## src/rtl/phase_shed_pkg.sv

```systemverilog
package phase_shed_pkg;
  localparam int SEL_W = 4;

  typedef enum logic [1:0] {
    S_IDLE,
    S_RESTORE,
    S_STEP,
    S_SHED
  } seqState_t;

  typedef struct packed {
    logic             shed;
    logic             restore;
    logic [SEL_W-1:0] sel;
    logic             stepUp;
    logic             stepDn;
    logic             loadGoal;
  } ctlStrobe_t;
endpackage

```

## src/rtl/phase_shed_dp.sv

```systemverilog
module phase_shed_dp
  import phase_shed_pkg::*;
#(
  parameter int NUM_PHASES  = 4,
  parameter int BASE_PHASES = 2,
  parameter int VID_W       = 7,
  parameter int RESET_CODE  = 127,
  parameter int OFF_CODE    = 124,
  parameter int BASE_TENTH  = 15500,
  parameter int STEP_TENTH  = 125,
  parameter int LEVEL_W     = 14
) (
  input  logic                  clk,
  input  logic                  rstN,
  input  ctlStrobe_t            ctl,
  input  logic [VID_W-1:0]      goalIn,
  input  logic [NUM_PHASES-1:0] popMask,
  input  logic [NUM_PHASES-1:0] pwmIn,
  output logic [NUM_PHASES-1:0] phaseEn,
  output logic [NUM_PHASES-1:0] phaseTri,
  output logic [VID_W-1:0]      vidTarget,
  output logic [VID_W-1:0]      goalCode,
  output logic                  outOff,
  output logic [LEVEL_W-1:0]    targetTenthMv
);
  logic [NUM_PHASES-1:0] enReg, triReg, pwmPrev, rise;

  assign rise = pwmIn & ~pwmPrev;

  always_ff @(posedge clk or negedge rstN)
    if (!rstN) pwmPrev <= '0;
    else       pwmPrev <= pwmIn;

  for (genvar i = 0; i < NUM_PHASES; i++) begin : g_phase
    if (i < BASE_PHASES) begin : g_base
      assign enReg[i]  = 1'b1;
      assign triReg[i] = 1'b0;
    end else begin : g_extra
      always_ff @(posedge clk or negedge rstN) begin
        if (!rstN) begin
          enReg[i]  <= 1'b1;
          triReg[i] <= 1'b0;
        end else begin
          if (ctl.shed && ctl.sel == SEL_W'(i))         enReg[i] <= 1'b0;
          else if (ctl.restore && ctl.sel == SEL_W'(i)) enReg[i] <= 1'b1;
          if (rise[i]) triReg[i] <= ~enReg[i];
        end
      end

      // tri-state moves only on a PWM rising edge of this phase
      p_tri_on_edge_r3: assert property (@(posedge clk) disable iff (!rstN)
        !$stable(triReg[i]) |-> $past(rise[i]));
      // an edge coinciding with the enable drop does not tri-state the phase
      p_no_instant_tri_r3: assert property (@(posedge clk) disable iff (!rstN)
        $fell(enReg[i]) |-> !triReg[i]);
    end
  end

  assign phaseEn  = enReg & popMask;
  assign phaseTri = triReg | ~popMask;

  always_ff @(posedge clk or negedge rstN) begin
    if (!rstN) begin
      vidTarget <= VID_W'(RESET_CODE);
      goalCode  <= VID_W'(RESET_CODE);
    end else begin
      if (ctl.loadGoal) goalCode <= goalIn;
      if (ctl.stepUp)      vidTarget <= vidTarget + VID_W'(1);
      else if (ctl.stepDn) vidTarget <= vidTarget - VID_W'(1);
    end
  end

  always_comb begin
    int level;
    outOff = (int'(vidTarget) >= OFF_CODE);
    level  = BASE_TENTH - STEP_TENTH * int'(vidTarget);
    targetTenthMv = outOff ? '0 : LEVEL_W'(level);
  end

  // the target moves by exactly one code per step
  p_step_unit_r6: assert property (@(posedge clk) disable iff (!rstN)
    !$stable(vidTarget) |->
      (vidTarget == $past(vidTarget) + VID_W'(1)) || (vidTarget == $past(vidTarget) - VID_W'(1)));
endmodule

```

## src/rtl/phase_shed_ctl.sv

```systemverilog
module phase_shed_ctl
  import phase_shed_pkg::*;
#(
  parameter int NUM_PHASES  = 4,
  parameter int BASE_PHASES = 2,
  parameter int VID_W       = 7
) (
  input  logic                  clk,
  input  logic                  rstN,
  input  logic                  cmdValid,
  input  logic [VID_W:0]        cmdData,
  input  logic                  stepTick,
  input  logic [NUM_PHASES-1:0] popMask,
  input  logic [NUM_PHASES-1:0] phaseEn,
  input  logic [NUM_PHASES-1:0] phaseTri,
  input  logic [VID_W-1:0]      vidTarget,
  input  logic [VID_W-1:0]      goalCode,
  output ctlStrobe_t            ctl,
  output logic [VID_W-1:0]      goalNext
);
  seqState_t        state, nextState;
  logic             inPs, goalPs, pendValid, psSet, psClr;
  logic [VID_W:0]   pendData, pick;
  logic             haveCmd, anyMove, shedFound, restFound;
  logic [SEL_W-1:0] shedIdx, restIdx;

  assign haveCmd  = cmdValid | pendValid;
  assign pick     = cmdValid ? cmdData : pendData;
  assign goalNext = pick[VID_W-1:0];
  assign anyMove  = |(phaseEn ^ ~phaseTri);

  always_comb begin
    shedFound = 1'b0;
    shedIdx   = '0;
    for (int i = BASE_PHASES; i < NUM_PHASES; i++)
      if (phaseEn[i]) begin
        shedFound = 1'b1;
        shedIdx   = SEL_W'(i);
      end
    restFound = 1'b0;
    restIdx   = '0;
    for (int i = NUM_PHASES - 1; i >= BASE_PHASES; i--)
      if (popMask[i] && !phaseEn[i]) begin
        restFound = 1'b1;
        restIdx   = SEL_W'(i);
      end
  end

  always_comb begin
    ctl       = '0;
    nextState = state;
    psSet     = 1'b0;
    psClr     = 1'b0;
    unique case (state)
      S_IDLE:
        if (haveCmd) begin
          ctl.loadGoal = 1'b1;
          nextState = (inPs && (pick[VID_W-1:0] != vidTarget || pick[VID_W])) ? S_RESTORE : S_STEP;
        end
      S_RESTORE:
        if (!anyMove) begin
          if (restFound) begin
            ctl.restore = 1'b1;
            ctl.sel     = restIdx;
          end else begin
            psClr     = 1'b1;
            nextState = S_STEP;
          end
        end
      S_STEP:
        if (vidTarget == goalCode) nextState = goalPs ? S_SHED : S_IDLE;
        else if (stepTick) begin
          ctl.stepUp = (goalCode > vidTarget);
          ctl.stepDn = (goalCode < vidTarget);
        end
      S_SHED:
        if (!anyMove) begin
          if (shedFound) begin
            ctl.shed = 1'b1;
            ctl.sel  = shedIdx;
          end else begin
            psSet     = 1'b1;
            nextState = S_IDLE;
          end
        end
      default: nextState = S_IDLE;
    endcase
  end

  always_ff @(posedge clk or negedge rstN) begin
    if (!rstN) begin
      state     <= S_IDLE;
      inPs      <= 1'b0;
      goalPs    <= 1'b0;
      pendValid <= 1'b0;
      pendData  <= '0;
    end else begin
      state <= nextState;
      if (psSet)      inPs <= 1'b1;
      else if (psClr) inPs <= 1'b0;
      if (ctl.loadGoal) goalPs <= ~pick[VID_W];
      if (cmdValid && state != S_IDLE) begin
        pendValid <= 1'b1;
        pendData  <= cmdData;
      end else if (state == S_IDLE && haveCmd) begin
        pendValid <= 1'b0;
      end
    end
  end

  // at most one phase is between states at a time
  p_one_move_r2: assert property (@(posedge clk) disable iff (!rstN)
    $onehot0(phaseEn ^ ~phaseTri));
  // the target steps only while every populated phase is fully on
  p_step_full_r5: assert property (@(posedge clk) disable iff (!rstN)
    (ctl.stepUp || ctl.stepDn) |-> ((phaseEn & popMask) == popMask && (phaseTri & popMask) == '0));
endmodule

```

## src/rtl/phase_shed_seq.sv

```systemverilog
module phase_shed_seq
  import phase_shed_pkg::*;
#(
  parameter int NUM_PHASES  = 4,
  parameter int BASE_PHASES = 2,
  parameter int VID_W       = 7,
  parameter int RESET_CODE  = 127,
  parameter int OFF_CODE    = 124,
  parameter int BASE_TENTH  = 15500,
  parameter int STEP_TENTH  = 125,
  parameter int LEVEL_W     = 14,
  localparam int CNT_W      = $clog2(NUM_PHASES + 1)
) (
  input  logic                  clk,
  input  logic                  rstN,
  input  logic                  cmdValid,
  input  logic [VID_W:0]        cmdData,
  input  logic [CNT_W-1:0]      populated,
  input  logic [NUM_PHASES-1:0] pwmIn,
  input  logic                  stepTick,
  output logic [NUM_PHASES-1:0] phaseEn,
  output logic [NUM_PHASES-1:0] phaseTri,
  output logic [VID_W-1:0]      vidTarget,
  output logic                  targetDone,
  output logic                  outOff,
  output logic [LEVEL_W-1:0]    targetTenthMv
);
  ctlStrobe_t            ctl;
  logic [VID_W-1:0]      goalNext, goalCode;
  logic [NUM_PHASES-1:0] popMask;

  for (genvar i = 0; i < NUM_PHASES; i++) begin : g_pop
    assign popMask[i] = (i < BASE_PHASES) || (i < int'(populated));
  end

  phase_shed_ctl #(
    .NUM_PHASES(NUM_PHASES), .BASE_PHASES(BASE_PHASES), .VID_W(VID_W)
  ) u_ctl (
    .clk(clk), .rstN(rstN), .cmdValid(cmdValid), .cmdData(cmdData),
    .stepTick(stepTick), .popMask(popMask), .phaseEn(phaseEn),
    .phaseTri(phaseTri), .vidTarget(vidTarget), .goalCode(goalCode),
    .ctl(ctl), .goalNext(goalNext)
  );

  phase_shed_dp #(
    .NUM_PHASES(NUM_PHASES), .BASE_PHASES(BASE_PHASES), .VID_W(VID_W),
    .RESET_CODE(RESET_CODE), .OFF_CODE(OFF_CODE), .BASE_TENTH(BASE_TENTH),
    .STEP_TENTH(STEP_TENTH), .LEVEL_W(LEVEL_W)
  ) u_dp (
    .clk(clk), .rstN(rstN), .ctl(ctl), .goalIn(goalNext), .popMask(popMask),
    .pwmIn(pwmIn), .phaseEn(phaseEn), .phaseTri(phaseTri),
    .vidTarget(vidTarget), .goalCode(goalCode), .outOff(outOff),
    .targetTenthMv(targetTenthMv)
  );

  assign targetDone = (vidTarget == goalCode);

  // a phase that is not populated is never enabled
  p_unpop_off_r8: assert property (@(posedge clk) disable iff (!rstN)
    (phaseEn & ~popMask) == '0);
endmodule

```

## config.mk

```make
export PLATFORM = sky130hd
export DESIGN_NAME = phase_shed_seq
export DESIGN_NICKNAME = d
export VERILOG_FILES = /design/src/rtl/phase_shed_pkg.sv /design/src/rtl/phase_shed_dp.sv /design/src/rtl/phase_shed_ctl.sv /design/src/rtl/phase_shed_seq.sv
export SDC_FILE = /design/constraint.sdc
export NUM_CORES = 1
export LEC_CHECK = 0
export BUFFER_PORTS_ARGS = -buffer_cell sky130_fd_sc_hd__buf_2
export CAP_MARGIN = 10
export CORE_ASPECT_RATIO = 1.4
export CORE_UTILIZATION = 45
export CTS_BUF_LIST = sky130_fd_sc_hd__clkbuf_8
export DETAILED_ROUTE_END_ITERATION = 8
export GPL_ROUTABILITY_DRIVEN = 0
export HOLD_SLACK_MARGIN = 0.15
export MAX_ROUTING_LAYER = met4
export PLACE_DENSITY = 0.68
export SLEW_MARGIN = 20
export SYNTH_ARGS = -nofsm -noshare
export SYNTH_HDL_FRONTEND = slang
export SYNTH_SLANG_ARGS = --single-unit
export TNS_END_PERCENT = 10
```

## constraint.sdc

```tcl
create_clock -name clk -period 4.65 [get_ports clk]
set_input_delay 0.6975 -clock clk [delete_from_list [all_inputs] [get_ports clk]]
set_output_delay 0.6975 -clock clk [all_outputs]
set_load 0.005 [all_outputs]
```

Word level (Yosys, flattened, before mapping)
Index checks and enable logic that the tools add are counted.
{ "totals": {"register_bits": 35, "in_bits": 19, "elab_cells": 115} }
{ "op_classes": {"n_addsub": 3, "n_mul": 1, "n_lt_le_gt_ge": 5, "n_eq_ne": 13, "muxes": 49, "bitwise_logic": 11, "n_reduce_logical": 21} }
{ "ops": {"columns": ["operator", "n"], "rows": [
  ["2-bit two-way mux", 16],
  ["1-bit two-way mux", 24],
  ["7-bit by 7-bit multiplier with 14-bit output, first input constant", 1],
  ["14-bit two-way mux", 1],
  ["7-bit two-way mux", 2],
  ["11-bit by 14-bit subtractor with 14-bit output, first input constant", 1],
  ["4-bit NOT", 3],
  ["2-bit nonzero test", 6],
  ["5-bit two-way mux", 2],
  ["2-bit inequality test, second input constant", 5],
  ["1-bit logical AND", 9],
  ["4-bit bitwise AND", 2],
  ["4-bit by 2-bit equality test with 1-bit output, second input constant", 2],
  ["8-bit two-way mux", 1],
  ["2-bit case mux with 4 select lines", 1],
  ["4-bit case mux with 2 select lines", 1],
  ["7-bit by 1-bit adder with 7-bit output, second input constant", 1],
  ["7-bit equality test", 1],
  ["7-bit greater-or-equal comparator, second input constant", 1],
  ["7-bit greater-than comparator", 1],
  ["7-bit < comparator", 1],
  ["7-bit inequality test", 1],
  ["7-bit by 1-bit subtractor with 7-bit output, second input constant", 1],
  ["2-bit by 3-bit < comparator with 1-bit output, first input constant", 2],
  ["other kinds (13)", 17]
]} }

Logic depth before layout (Yosys ltp)
{ "depth": {"word_depth": 13, "mapped_depth": 16, "mapped_depth_nobuf": 16} }

Modules after synthesis
From an unflattened synthesis, not the netlist that was laid out.
{ "hier_totals": {"cells_unflattened": 417, "area_unflattened_um2": 3777.4} }
{ "by_module_without_submodules": {"columns": ["mod", "n_inst", "cells_each", "area_per_inst_um2", "seq_area_each_um2"], "rows": [
  ["phase_shed_dp", 1, 289, 2598.7, 520.5],
  ["phase_shed_ctl", 1, 117, 1087.3, 325.3],
  ["phase_shed_seq", 1, 11, 91.3, 0.0]
]} }

Least setup slack after synthesis
Ideal clock, no wire load.
{ "synth_path": {"path_kind": "register to output", "from": "register u_dp.vidTarget[2]", "to": "output targetTenthMv[13]", "t_arrival_ns": 4.220, "t_required_ns": 3.953, "path_slack_ns": -0.268, "path_stages_with_launch": 17, "cell_sequence": "dfstp_2 -> inv_1 -> fa_1 -> inv_1 -> fa_1 -> inv_1 -> fa_1 -> inv_1 -> fa_1 -> inv_1 -> ha_1 -> a21oi_1 -> nand2_1 -> o31ai_1 -> o21ai_2 -> xnor2_1 -> nor2_1"} }
{ "synth_via": {"elab_chain_cells": 3, "word_cells_on_any_way": 4} }
{ "synth_rtl": {"columns": ["element", "line", "text"], "rows": [
  ["start: declaration", "phase_shed_dp.sv:21", "output logic [VID_W-1:0] vidTarget,"],
  ["start signal: assignment", "phase_shed_dp.sv:64", "vidTarget <= VID_W'(RESET_CODE);"],
  ["start signal: assignment", "phase_shed_dp.sv:68", "if (ctl.stepUp) vidTarget <= vidTarget + VID_W'(1);"],
  ["start signal: assignment", "phase_shed_dp.sv:69", "else if (ctl.stepDn) vidTarget <= vidTarget - VID_W'(1);"],
  ["7-bit by 7-bit multiplier with 14-bit output", "phase_shed_dp.sv:76", "level = BASE_TENTH - STEP_TENTH * int'(vidTarget);"],
  ["11-bit by 14-bit subtractor with 14-bit output", "phase_shed_dp.sv:76", null],
  ["14-bit two-way mux *", "phase_shed_dp.sv:77", "targetTenthMv = outOff ? '0 : LEVEL_W'(level);"],
  ["end: declaration", "phase_shed_seq.sv:26", "output logic [LEVEL_W-1:0] targetTenthMv"]
]} }
Mark *: on every way between the ends. The rest lies on a longest branch, timed or not.

Worst setup path in the final report
{ "layout_path": {"from": "register u_dp.vidTarget[4]", "to": "output targetTenthMv[12]"} }
Same word-level chain as after synthesis.

==> flow_summary.yaml <==
routing:
  wl_um: 7400
  vias_per_cell: 5.17
  firstDrtPassIters: 6
  drc: 0
  first_iter_violations: 44
  wl_per_cell_um: 13.2
  final_antenna_net_count: 0
  vias: 2894
global_route:
  grtUsageMet2_pct: 38.7
  grt_max_degree: 34
  grt.overflow.total: 0
  grt_pass1_wl_um: 12700
  antenna_found_initial: 0
  use_met3_pct: 2.30
  busiest_layer: "met2"
  grt_use_met1_pct: 21.0
  grt_use_total_pct: 19.9
  grt_pass1_vias: 2792
critical_path:
  crit_arrival_ns: 4.27
  worstReg2RegStart: "u_dp.vidTarget[5]$_DFFE_PN1P_"
  crit_fanout: 4
  rr_worst_depth: 15
  worstReg2RegEnd: "u_dp.vidTarget[6]$_DFFE_PN1P_"
  crit_required_ns: 3.95
  cp-start-kind: "flip-flop"
  cp-end-kind: "primary output"
  worstPathCellList: "inv_2 -> fa_1 -> inv_2 -> fa_1 -> inv_2 -> fa_1 -> inv_1 -> fa_1 -> inv_2 -> ha_4 -> a21oi_2 -> nor2b_1 -> o31a_1 -> a31oi_2 -> a211o_1 -> nand2_1 -> buf_2"
  critPathMaxStageDelay_ns: 0.53
  r2r_slack_ns: 0.92
  crit_type: "reg2out"
  worst_path_max_delay_cell: "dfstp_2"
place:
  io_buffers: 43
  place_hpwl_um: 5940
  post-place-cells: 551
min_path:
  hold_path.class: "reg2reg"
  hold-path-endpoint: "u_dp.triReg[2]$_DFFE_PN0P_"
  min_path_cells: 1
  worstHoldStart: "u_dp.pwmPrev[2]$_DFF_PN0_"
logic_synthesis:
  syn_avg_cell_area_um2: 8.96
  async_flop_share_pct: 100
  synth_edf_count: 0
  synth_flop_cell: "dfrtp_1"
  syn_inst: 395
  synth_cell_types: 50
  yosysSeqAreaShare_pct: 23.9
  synthesis.area_mm2: 0.00354
  yosys_warnings: 0
  synth.ff_latch_count: 33
status:
  violations: "negative setup slack"
  status: "finished, violations left"
finish:
  fillCellCount: 705
  multi_input_area_mm2: 0.00251
  area_growth_pct: 19.8
  diodes: 0
  final_common_cell: "inv_1"
  stdcell_count: 560
  final_cell_mix: "inv_1 (59), ha_1 (45), buf_2 (43), buf_4 (27), nand2_1 (26)"
  fin_nets: 551
  seq_area_um2: 846
  drive_above_1_share_pct: 30.2
cts:
  cts.sinks: 33
  root_buffer: "clkbuf_8"
  clk_path_buf_depth: 2
  cts_inserted_buffers: 5
  clkTransAtPathRegs_ns: 0.06
  cts_tree: "yes"
  clock_latency_ns: 0.28
  cts_hold_buf: 0
  h-tree-depth: 2
timing:
  drv_slew: 0
  min_period_ns: 4.97
  finalCritPeriodShare_pct: 107
  worst_slew_pin_slew_ns: 0.938
  layout_setup_ws_ns: -0.320
  final_hold_viol_count: 0
  rsz0062_at_grt: "yes"
  slew_headroom_pct: 37.1
  setup_violations: 7
  max_freq_mhz: 201
  fin_skew_ns: 0.00907
die:
  core_area_mm2: 0.00750
  die_x_um: 77.0
  fp.dieArea_mm2: 0.00823
  initial_core_util_pct: 47.2
  rows: 37
  die_h_um: 107
  ioPinCount: 50
flow_run:
  drv_cap: 0
-- cell usage after synthesis, types with 10 or more instances --
library cell / n / area share, %
inv_1: 69 / 7.3
ha_1: 52 / 18
nand2_1: 27 / 2.9
o21ai_0: 25 / 3.5
nor2_1: 22 / 2.3
fa_1: 18 / 10
dfrtp_1: 17 / 12
a21oi_1: 16 / 2.3
dfstp_2: 16 / 12
xnor2_1: 13 / 3.2
mux2_2: 11 / 3.5
nand3_1: 10 / 1.4
-- metrics by stage --
stage               hold WS, ns  TNS (ns)  setup WS [ns]  cell area (um2)  utilization (%)
finish                    0.445     -1.15         -0.320             4240             56.5
floorplan                 0.402   -0.0353        -0.0353             3590                -
global route              0.463     -2.46         -0.516             4240             56.5
CTS                       0.451     -2.00         -0.358             4160             55.5
detailed placement        0.442    -0.215        -0.0849             4040             53.9
global placement          0.432   -0.0806        -0.0606             4040             53.9
-- worst max-delay path by stage --
stage                                        from                end  cells past startpoint
floorplan           u_dp.vidTarget[2]$_DFFE_PN1P_  targetTenthMv[13]                     16
global placement    u_dp.vidTarget[2]$_DFFE_PN1P_  targetTenthMv[13]                     17
detailed placement  u_dp.vidTarget[2]$_DFFE_PN1P_  targetTenthMv[13]                     17
CTS                 u_dp.vidTarget[4]$_DFFE_PN1P_  targetTenthMv[12]                     17
global route        u_dp.vidTarget[4]$_DFFE_PN1P_  targetTenthMv[12]                     17
finish              u_dp.vidTarget[4]$_DFFE_PN1P_  targetTenthMv[12]                     17
-- layout make-up --
| type | instances | area share (%) |
|---|---|---|
| multi-input cells | 283 | 59.1 |
| flip-flops and latches | 33 | 19.9 |
| repair buffers | 70 | 9.86 |
| inverters | 69 | 6.11 |
| well taps | 97 | 2.86 |
| clock buffers | 6 | 1.95 |
| clock inverters | 2 | 0.177 |
-- routing by layer --
layer,vias up,wire (um)
li1,1448,-
met1,1371,2950
met2,67,4140
met3,8,208
met4,0,99
met5,-,0
-- registers in the layout, summed over array words and instances (netlist names), 2 cells and up --
signal,count
u_dp.triReg,2
u_ctl.state,2
u_dp.vidTarget,7
u_ctl.pendData,8
u_dp.enReg,2
u_dp.pwmPrev,2
u_dp.goalCode,7
-- kinds of logic (layout without fill, tap and decap cells) --
kind of cell | count (synthesis) | in the layout | synth area share (%)
simple gates | 94 | 94 | 12.8
buf+inv | 81 | 147 | 9.47
compound gates | 75 | 75 | 13.6
fa+ha+maj | 70 | 70 | 28.6
flops | 33 | 33 | 23.9
xor+xnor | 21 | 21 | 5.62
mux | 19 | 19 | 5.87
other cells | 2 | 4 | 0.212
-- critical path, delay by kind of cell, from the launching register on --
kind / cells / cell delay (ns)
flops: 1 / 0.53
fa+ha+maj: 5 / 2.26
simple gates: 2 / 0.10
compound gates: 4 / 0.73
buf+inv: 6 / 0.35
-- what timing repair did --
action,CTS,global route
pin swaps,6,12
setup buffers,1,0
setup endpoints to repair,7,8
resized for setup,8,16
Power is left out: the tool's default activity adds up to more than one toggle a clock period on the data nets, which glitch-free logic cannot reach.
